[config.mk]
export PLATFORM = sky130hd
export DESIGN_NAME = subkey_stream
export DESIGN_NICKNAME = d
export VERILOG_FILES = /design/src/rtl/subkey_pkg.sv /design/src/rtl/key_rotator.sv /design/src/rtl/word_pick.sv /design/src/rtl/seq_counter.sv /design/src/rtl/subkey_stream.sv
export SDC_FILE = /design/constraint.sdc
export NUM_CORES = 1
export LEC_CHECK = 0
export BUFFER_PORTS_ARGS = -buffer_cell sky130_fd_sc_hd__buf_4
export CORE_ASPECT_RATIO = 1.4
export CORE_MARGIN = 2
export CORE_UTILIZATION = 28
export CTS_BUF_LIST = sky130_fd_sc_hd__clkbuf_8
export CTS_CLUSTER_DIAMETER = 40
export CTS_CLUSTER_SIZE = 14
export DETAILED_ROUTE_END_ITERATION = 10
export SLEW_MARGIN = 40
export SYNTH_ARGS = -nofsm -noshare
export SYNTH_HDL_FRONTEND = slang
export SYNTH_HIERARCHICAL = 1
export SYNTH_SLANG_ARGS = --single-unit
[constraint.sdc]
create_clock -name clk -period 4.3 [get_ports clk]
set_input_delay 0.215 -clock clk [delete_from_list [all_inputs] [get_ports clk]]
set_output_delay 0.215 -clock clk [all_outputs]
set_load 0.01 [all_outputs]
[src/rtl/subkey_pkg.sv]
// Package: default schedule geometry shared by the generator and its parts.
// Assumes a key that is a whole number of words.
package subkey_pkg;
    localparam int KEY_W_DEF     = 128;
    localparam int WORD_W_DEF    = 16;
    localparam int ROT_DEF       = 25;
    localparam int NUM_SUB_DEF   = 52;
    localparam int PER_ROUND_DEF = 6;

    // Integer ceiling division used for round counts.
    function automatic int ceil_div(input int a, input int b);
        return (a + b - 1) / b;
    endfunction
endpackage

[src/rtl/key_rotator.sv]
// key_rotator: holds the working key. A load takes a new key and a step
// rotates the value left by ROT bits. Assumes 0 < ROT < KEY_W.
module key_rotator #(
    parameter int KEY_W = subkey_pkg::KEY_W_DEF,
    parameter int ROT   = subkey_pkg::ROT_DEF
) (
    input  logic             clk,
    input  logic             rst_n,
    input  logic             load,
    input  logic [KEY_W-1:0] load_val,
    input  logic             step,
    output logic [KEY_W-1:0] key_q
);
    logic [KEY_W-1:0] rotated;

    // Circular left rotation of the held value.
    always_comb rotated = {key_q[KEY_W-ROT-1:0], key_q[KEY_W-1:KEY_W-ROT]};

    // Register: load has priority over step.
    always_ff @(posedge clk) begin
        if (!rst_n)    key_q <= '0;
        else if (load) key_q <= load_val;
        else if (step) key_q <= rotated;
    end
endmodule

[src/rtl/word_pick.sv]
// word_pick: selects one word of the key, with index 0 giving the most
// significant word. Assumes KEY_W is a multiple of WORD_W.
module word_pick #(
    parameter int KEY_W  = subkey_pkg::KEY_W_DEF,
    parameter int WORD_W = subkey_pkg::WORD_W_DEF,
    localparam int NWORD = KEY_W / WORD_W,
    localparam int IDX_W = (NWORD > 1) ? $clog2(NWORD) : 1
) (
    input  logic [KEY_W-1:0]  key_i,
    input  logic [IDX_W-1:0]  idx_i,
    output logic [WORD_W-1:0] word_o
);
    logic [WORD_W-1:0] words [NWORD];

    for (genvar g = 0; g < NWORD; g++) begin : g_split
        assign words[g] = key_i[KEY_W-1-g*WORD_W -: WORD_W];
    end

    // Index into the split words.
    always_comb word_o = words[idx_i];
endmodule

[src/rtl/seq_counter.sv]
// seq_counter: tracks the word position in the slice, the total subkey
// count and the round and slot numbers. A launch clears them and every busy
// cycle advances them. Assumes launch and busy never occur together.
module seq_counter #(
    parameter int KEY_W     = subkey_pkg::KEY_W_DEF,
    parameter int WORD_W    = subkey_pkg::WORD_W_DEF,
    parameter int NUM_SUB   = subkey_pkg::NUM_SUB_DEF,
    parameter int PER_ROUND = subkey_pkg::PER_ROUND_DEF,
    localparam int NWORD    = KEY_W / WORD_W,
    localparam int IDX_W    = (NWORD > 1) ? $clog2(NWORD) : 1,
    localparam int CNT_W    = $clog2(NUM_SUB),
    localparam int NROUND   = subkey_pkg::ceil_div(NUM_SUB, PER_ROUND),
    localparam int RND_W    = $clog2(NROUND + 1),
    localparam int SLOT_W   = (PER_ROUND > 1) ? $clog2(PER_ROUND) : 1
) (
    input  logic              clk,
    input  logic              rst_n,
    input  logic              launch,
    input  logic              busy,
    output logic [IDX_W-1:0]  word_idx,
    output logic              slice_end,
    output logic              last_sub,
    output logic [RND_W-1:0]  round_q,
    output logic [SLOT_W-1:0] slot_q
);
    logic [CNT_W-1:0] cnt_q;
    logic             round_end;

    // End-of-slice, end-of-run and end-of-round flags.
    always_comb begin
        slice_end = (word_idx == IDX_W'(NWORD - 1));
        last_sub  = (cnt_q == CNT_W'(NUM_SUB - 1));
        round_end = (slot_q == SLOT_W'(PER_ROUND - 1));
    end

    // Word-in-slice and total subkey counters.
    always_ff @(posedge clk) begin
        if (!rst_n || launch) begin
            word_idx <= '0;
            cnt_q    <= '0;
        end else if (busy) begin
            word_idx <= slice_end ? '0 : word_idx + 1'b1;
            cnt_q    <= cnt_q + 1'b1;
        end
    end

    // Round and slot counters; rounds are numbered from 1.
    always_ff @(posedge clk) begin
        if (!rst_n || launch) begin
            round_q <= RND_W'(1);
            slot_q  <= '0;
        end else if (busy) begin
            if (round_end) begin
                slot_q  <= '0;
                round_q <= round_q + 1'b1;
            end else begin
                slot_q  <= slot_q + 1'b1;
            end
        end
    end
endmodule

[src/rtl/subkey_stream.sv]
// subkey_stream: expands a key into the encryption subkey stream, one
// subkey per cycle, from the cycle after an accepted start up to done.
// Assumes start_i is sampled only while idle; key_i matters only with start.
module subkey_stream #(
    parameter int KEY_W     = subkey_pkg::KEY_W_DEF,
    parameter int WORD_W    = subkey_pkg::WORD_W_DEF,
    parameter int ROT       = subkey_pkg::ROT_DEF,
    parameter int NUM_SUB   = subkey_pkg::NUM_SUB_DEF,
    parameter int PER_ROUND = subkey_pkg::PER_ROUND_DEF,
    localparam int NWORD    = KEY_W / WORD_W,
    localparam int IDX_W    = (NWORD > 1) ? $clog2(NWORD) : 1,
    localparam int NROUND   = subkey_pkg::ceil_div(NUM_SUB, PER_ROUND),
    localparam int RND_W    = $clog2(NROUND + 1),
    localparam int SLOT_W   = (PER_ROUND > 1) ? $clog2(PER_ROUND) : 1
) (
    input  logic              clk,
    input  logic              rst_n,
    input  logic              start_i,
    input  logic [KEY_W-1:0]  key_i,
    output logic [WORD_W-1:0] subkey_o,
    output logic              valid_o,
    output logic [RND_W-1:0]  round_o,
    output logic [SLOT_W-1:0] slot_o,
    output logic              done_o
);
    logic             busy_q;
    logic             launch;
    logic             slice_end;
    logic             last_sub;
    logic [IDX_W-1:0] word_idx;
    logic [KEY_W-1:0] key_q;

    // A start is taken only while idle.
    always_comb launch = start_i && !busy_q;

    // Run flag: set by launch, cleared after the last subkey.
    always_ff @(posedge clk) begin
        if (!rst_n)                   busy_q <= 1'b0;
        else if (launch)              busy_q <= 1'b1;
        else if (busy_q && last_sub)  busy_q <= 1'b0;
    end

    key_rotator #(.KEY_W(KEY_W), .ROT(ROT)) u_rot (
        .clk      (clk),
        .rst_n    (rst_n),
        .load     (launch),
        .load_val (key_i),
        .step     (busy_q && slice_end),
        .key_q    (key_q)
    );

    seq_counter #(
        .KEY_W(KEY_W), .WORD_W(WORD_W),
        .NUM_SUB(NUM_SUB), .PER_ROUND(PER_ROUND)
    ) u_seq (
        .clk       (clk),
        .rst_n     (rst_n),
        .launch    (launch),
        .busy      (busy_q),
        .word_idx  (word_idx),
        .slice_end (slice_end),
        .last_sub  (last_sub),
        .round_q   (round_o),
        .slot_q    (slot_o)
    );

    word_pick #(.KEY_W(KEY_W), .WORD_W(WORD_W)) u_pick (
        .key_i  (key_q),
        .idx_i  (word_idx),
        .word_o (subkey_o)
    );

    // Stream qualifiers.
    always_comb begin
        valid_o = busy_q;
        done_o  = busy_q && last_sub;
    end
endmodule

---- Yosys cells after proc, flatten, opt, wreduce, memory -nomap -nowiden ----
Index checks and enable logic that the tools add are counted.
storage, ports and cells
  output and inout bits ................... 25
  register bits after elaboration ......... 145
  input bits .............................. 131
cells by class
  magnitude comparators ................... 1
  equal/unequal tests ..................... 3
  muxes and demuxes ....................... 9
  bitwise operators ....................... 1
  $add $sub $neg .......................... 4
  reductions and logical operators ........ 9
operators with widths
  operator                                     count
  2-to-1 mux 128 bit                           2
  binary-select mux 16 bit (select 3 bit)      1
  2-to-1 mux 16 bit                            2
  adder 3 x 1 -> 3 bit, second input constant  2
  adder 6 x 1 -> 6 bit, second input constant  1
  equality test 3 bit, second input constant   2
  equality test 6 bit, second input constant   1
  2-to-1 mux 3 bit                             2
  adder 4 x 1 -> 4 bit, second input constant  1
  >= comparator 4 bit, second input constant   1
  NOT 3 -> 4 bit                               1
  nonzero test 2 bit                           2
  logical AND 1 bit                            3
  zero test 1 bit                              2
  2-to-1 mux 1 bit                             2
  AND reduction 2 bit                          1
  logical OR 1 bit                             1

---- Depth between registers and ports, before layout ----
  depth in word-level cells ............... 4
  depth in mapped cells ................... 7

---- Modules after synthesis ----
The synthesis kept the hierarchy.
modules (own cells, without submodules)
  module         sequential area each (um^2)  cells an instance  area each (um^2)  instances
  key_rotator    2562.5                       568                6505.0            1
  word_pick      0.0                          57                 1071.0            1
  seq_counter    320.3                        73                 696.9             1
  subkey_stream  20.0                         6                  53.8              1

---- Least setup slack after synthesis ----
No wires, ideal clock.
  path kind ............................... register -> register
  start point ............................. register u_seq.word_idx[0]
  end point ............................... register u_rot.key_q[10]
  cell stages (with the launch flop) ...... 8
  library setup time ...................... 116 ps
  setup slack ............................. 2534 ps
  arrival time ............................ 1650 ps
  period minus slack after synthesis ...... 1766 ps
  path through ............................ dfxtp_1 > ha_1 > ha_1 > and2_2 > buf_6 > clkbuf_8 > mux2_2 > o211a_1
on the way
  cells in the longest elaborated chain, start to end .. 3
RTL lines
  what                                 RTL line             text
  start: declaration                   seq_counter.sv:20    output logic [IDX_W-1:0] word_idx,
  start signal: assignment             seq_counter.sv:42    word_idx <= slice_end ? '0 : word_idx + 1'b1;
  equality test 3 bit                  seq_counter.sv:31    slice_end = (word_idx == IDX_W'(NWORD - 1));
  named net slice_end                  subkey_stream.sv:28  logic slice_end;
  logical AND 1 bit                    subkey_stream.sv:48  .step (busy_q && slice_end),
  nonzero test 2 bit (no source line)  -
  end signal: assignment               key_rotator.sv:22    else if (load) key_q <= load_val;
  end signal: assignment               key_rotator.sv:23    else if (step) key_q <= rotated;
  end: declaration                     key_rotator.sv:12    output logic [KEY_W-1:0] key_q
The timed path passes the listed nets, and every way through them passes these cells.
A chain may end at the register's enable or synchronous reset.

---- Final worst setup path ----
  start point ............................. register u_seq.word_idx[2]
  end point ............................... register u_rot.key_q[9]
The elaborated chain is that of the path after synthesis.

==> results.md <==
* Status: finished clean
* Antenna diode count at 0
* Relative slew slack at 47.0%
* Total global-route track usage at 17.0%
* Reg2reg end: u_rot/key_q[9]
* PostCTS Resize Cnt at 0
* Clock transition at path regs at 0.10 ns
* Via/cell ratio at 5.00
* Core area at 29300 um2
* Rows at 74
* Max-cap violations at 0
* Setup TNS at 0 ns
* Gp weighted congestion at 0.821
* Fin Clk Skew at 0.0157 ns
* Final non-filler cell total at 1216
* Yosys warns at 6
* First-pass GRT wire length at 38700 um
* Detailed Route Iter0 Violations at 527
* PwrDens at 308 nW/um2
* IO Count at 156
* Hpwl dp at 20100 um
* Main area contributors after synthesis: dfxtp_1 (35%), mux2_2 (19%), o211a_1 (15%)
* Synth-to-Final Area Change at 20.2%
* Worst reg2reg path depth at 6
* Mapped cell area at 8330 um2
* LEAKAGE at 5.18 nW
* First-pass iteration count of the detailed router at 4
* Die area at 31200 um2
* Number of port buffers at 155
* Mapped Avg Cell Area at 11.8 um2
* Count of cell types in the netlist at 33
* Min-delay src: key_i[72]
* Die H at 208 um
* DIE WIDTH at 150 um
* Mapped Nets at 839
* Ys async rst share at 0%
* Yosys reg bits at 145
* Slew @ Worst Pin at 0.795 ns
* Final-report max-slew violation count at 0
* Placed Cells at 1183
* Post-synth top area share at 34.9%
* Reg2Reg Setup Slack at 1.63 ns
* Clk sinks at 145
* CP Launch Type: register
* Maximum vdd drop at 139 uV
* Min cycle time layout at 2.67 ns
* Final Hold Viols at 0
* Register area share after synthesis at 34.9%
* Critical Path Fanout Max at 42
* CTS tree: done
* Total CTS buffers at 17
* Req. time, crit path at 4.66 ns
* Synth Flop Type: dfxtp_1
* Fin util at 34.2%
* Initial Util at 28.5%
* Via count at 6085
* Worst-case clock buffer depth at 2
* Fillers at 3037
* Critical path class: reg2reg
* R2R Path Start: u_seq/word_idx[2]
* Gr ovfl total at 0
* Synth Instances at 704
* Net count, final at 958
* Detailed-route wire length per cell at 21.9 um
* RSZ-0062 raised after global routing: no
* Final setup violation count at 0
* Initial antenna violation count at 0
* Final worst path period share at 62.0%
* Vias in the first global route at 6129
* WHS Endpoint: u_rot/key_q[72]
* Hold depth at 3
* Overall routed net length at 26600 um
* Clock root buffer: clkbuf_8
* Layout cells sized above 1 at 41.9%
* Crit path capture type: register
* WP data arrival at 3.03 ns
* Fmax at 0.375 GHz
* Clk_lat worst skew at 0.48 ns
* H-tree Lvls at 4
* ANT nets after route at 0
* DRC Markers at 0
* Largest net degree at the start of global routing at 83
* Area leader, netlist: dfxtp_1
* EDFF count, synth at 0
* Hold Path Class: in2reg
## cell type report
class                      instances  area, um2  share of cell area, %
clock inverter                    15        109                   1.09
clock buffer                      17        234                   2.34
tap                              380        475                   4.75
timing repair buffer             167       1290                   12.9
inverter                           1       3.75                 0.0375
sequential                       145       2900                   29.0
multi-input combinational        491       4990                   49.9
## metal layers
metal	routed length, um	global-route usage [%]	part of all wire, %	up-vias
met3	1270	2.94	4.8	32
met2	13700	29.8	51	188
met1	11000	20.9	41	2990
li1	-	-	-	2875
met4	686	5.92	2.6	0
met5	0	0	0	-
## per-stage QoR
stage,power (mW),hold WS [ns],area (um2),setup WS (ns)
finish,3.09,0.0442,10000,1.63
global route,3.21,0.0193,10000,1.47
CTS,3.11,0.0293,10000,1.67
detailed placement,2.13,0.482,9660,1.70
global placement,2.13,0.467,9660,1.71
floorplan,1.87,0.351,8330,2.53
## layout by cell type, fill, tap and decap left out, types with 5 or more instances in the layout
cell type and count:
nor2_1 14, mux2i_1 5, nand2_1 5, inv_6 5
or2b_1 48, a21oi_1 5, mux2_2 144, buf_4 163
clkbuf_8 17, dfxtp_1 144, o211a_1 128, nand2b_1 82
mux4_1 28
## synthesized netlist by cell type (8+ instances only)
library cell  number
buf_2             20
buf_6             10
clkbuf_1          26
clkbuf_8           8
dfxtp_1          145
mux2_2           144
mux4_1            28
nand2b_1          82
nor2_1            14
o211a_1          128
or2b_1            48
## report_power, final
| group | switching [mW] | total (mW) | internal (mW) |
|---|---|---|---|
| clock network | 0.584 | 0.986 | 0.402 |
| registers | 0.113 | 1.55 | 1.44 |
| logic | 0.221 | 0.548 | 0.327 |
## state kept, by name, summed over array words and instances, names as in the netlist
signal and count:
u_seq/round_q 4, u_rot/key_q 128, u_seq/cnt_q 6, u_seq/slot_q 3
valid_o 1, u_seq/word_idx 3
## how the worst max path moves through the flow
stage	from	endpoint	slack, ns	cells after the start
3_5_place_dp	u_seq/word_idx[2]	u_rot/key_q[13]	1.70	6
2_1_floorplan	u_seq/word_idx[0]	u_rot/key_q[10]	2.53	7
5_1_grt	valid_o	u_rot/key_q[61]	1.47	4
3_3_place_gp	valid_o	u_rot/key_q[113]	1.71	4
6_report	u_seq/word_idx[2]	u_rot/key_q[9]	1.63	6
4_1_cts	u_seq/word_idx[2]	u_rot/key_q[38]	1.67	6
## critical path: stages (launching register included)
cell and delay (ns):
dfxtp_1 0.31, buf_4 0.35, ha_1 0.26, and2_4 0.54, buf_4 0.47, mux2_2 0.39
o211a_1 0.20
## repair_timing
action | in CTS | in global routing
hold endpoints to repair | 1 | 0
hold buffers | 1 | 0
setup buffers | 0 | 0
## cells by family (layout without fill, tap and decap cells)
| kind of cell | count (synthesis) | in the layout | synth area share (%) |
|---|---|---|---|
| adder cells (fa/ha/maj) | 4 | 4 | 0.601 |
| XOR/XNOR | 6 | 6 | 0.631 |
| flip-flops | 145 | 145 | 34.9 |
| buffers and inverters | 68 | 200 | 5.24 |
| multiplexers | 181 | 181 | 30.0 |
| AND/OR/NAND/NOR | 163 | 163 | 12.7 |
| AO/OA/AOI/OAI | 137 | 137 | 15.9 |
No activity file was read; power rests on OpenSTA's default activity.
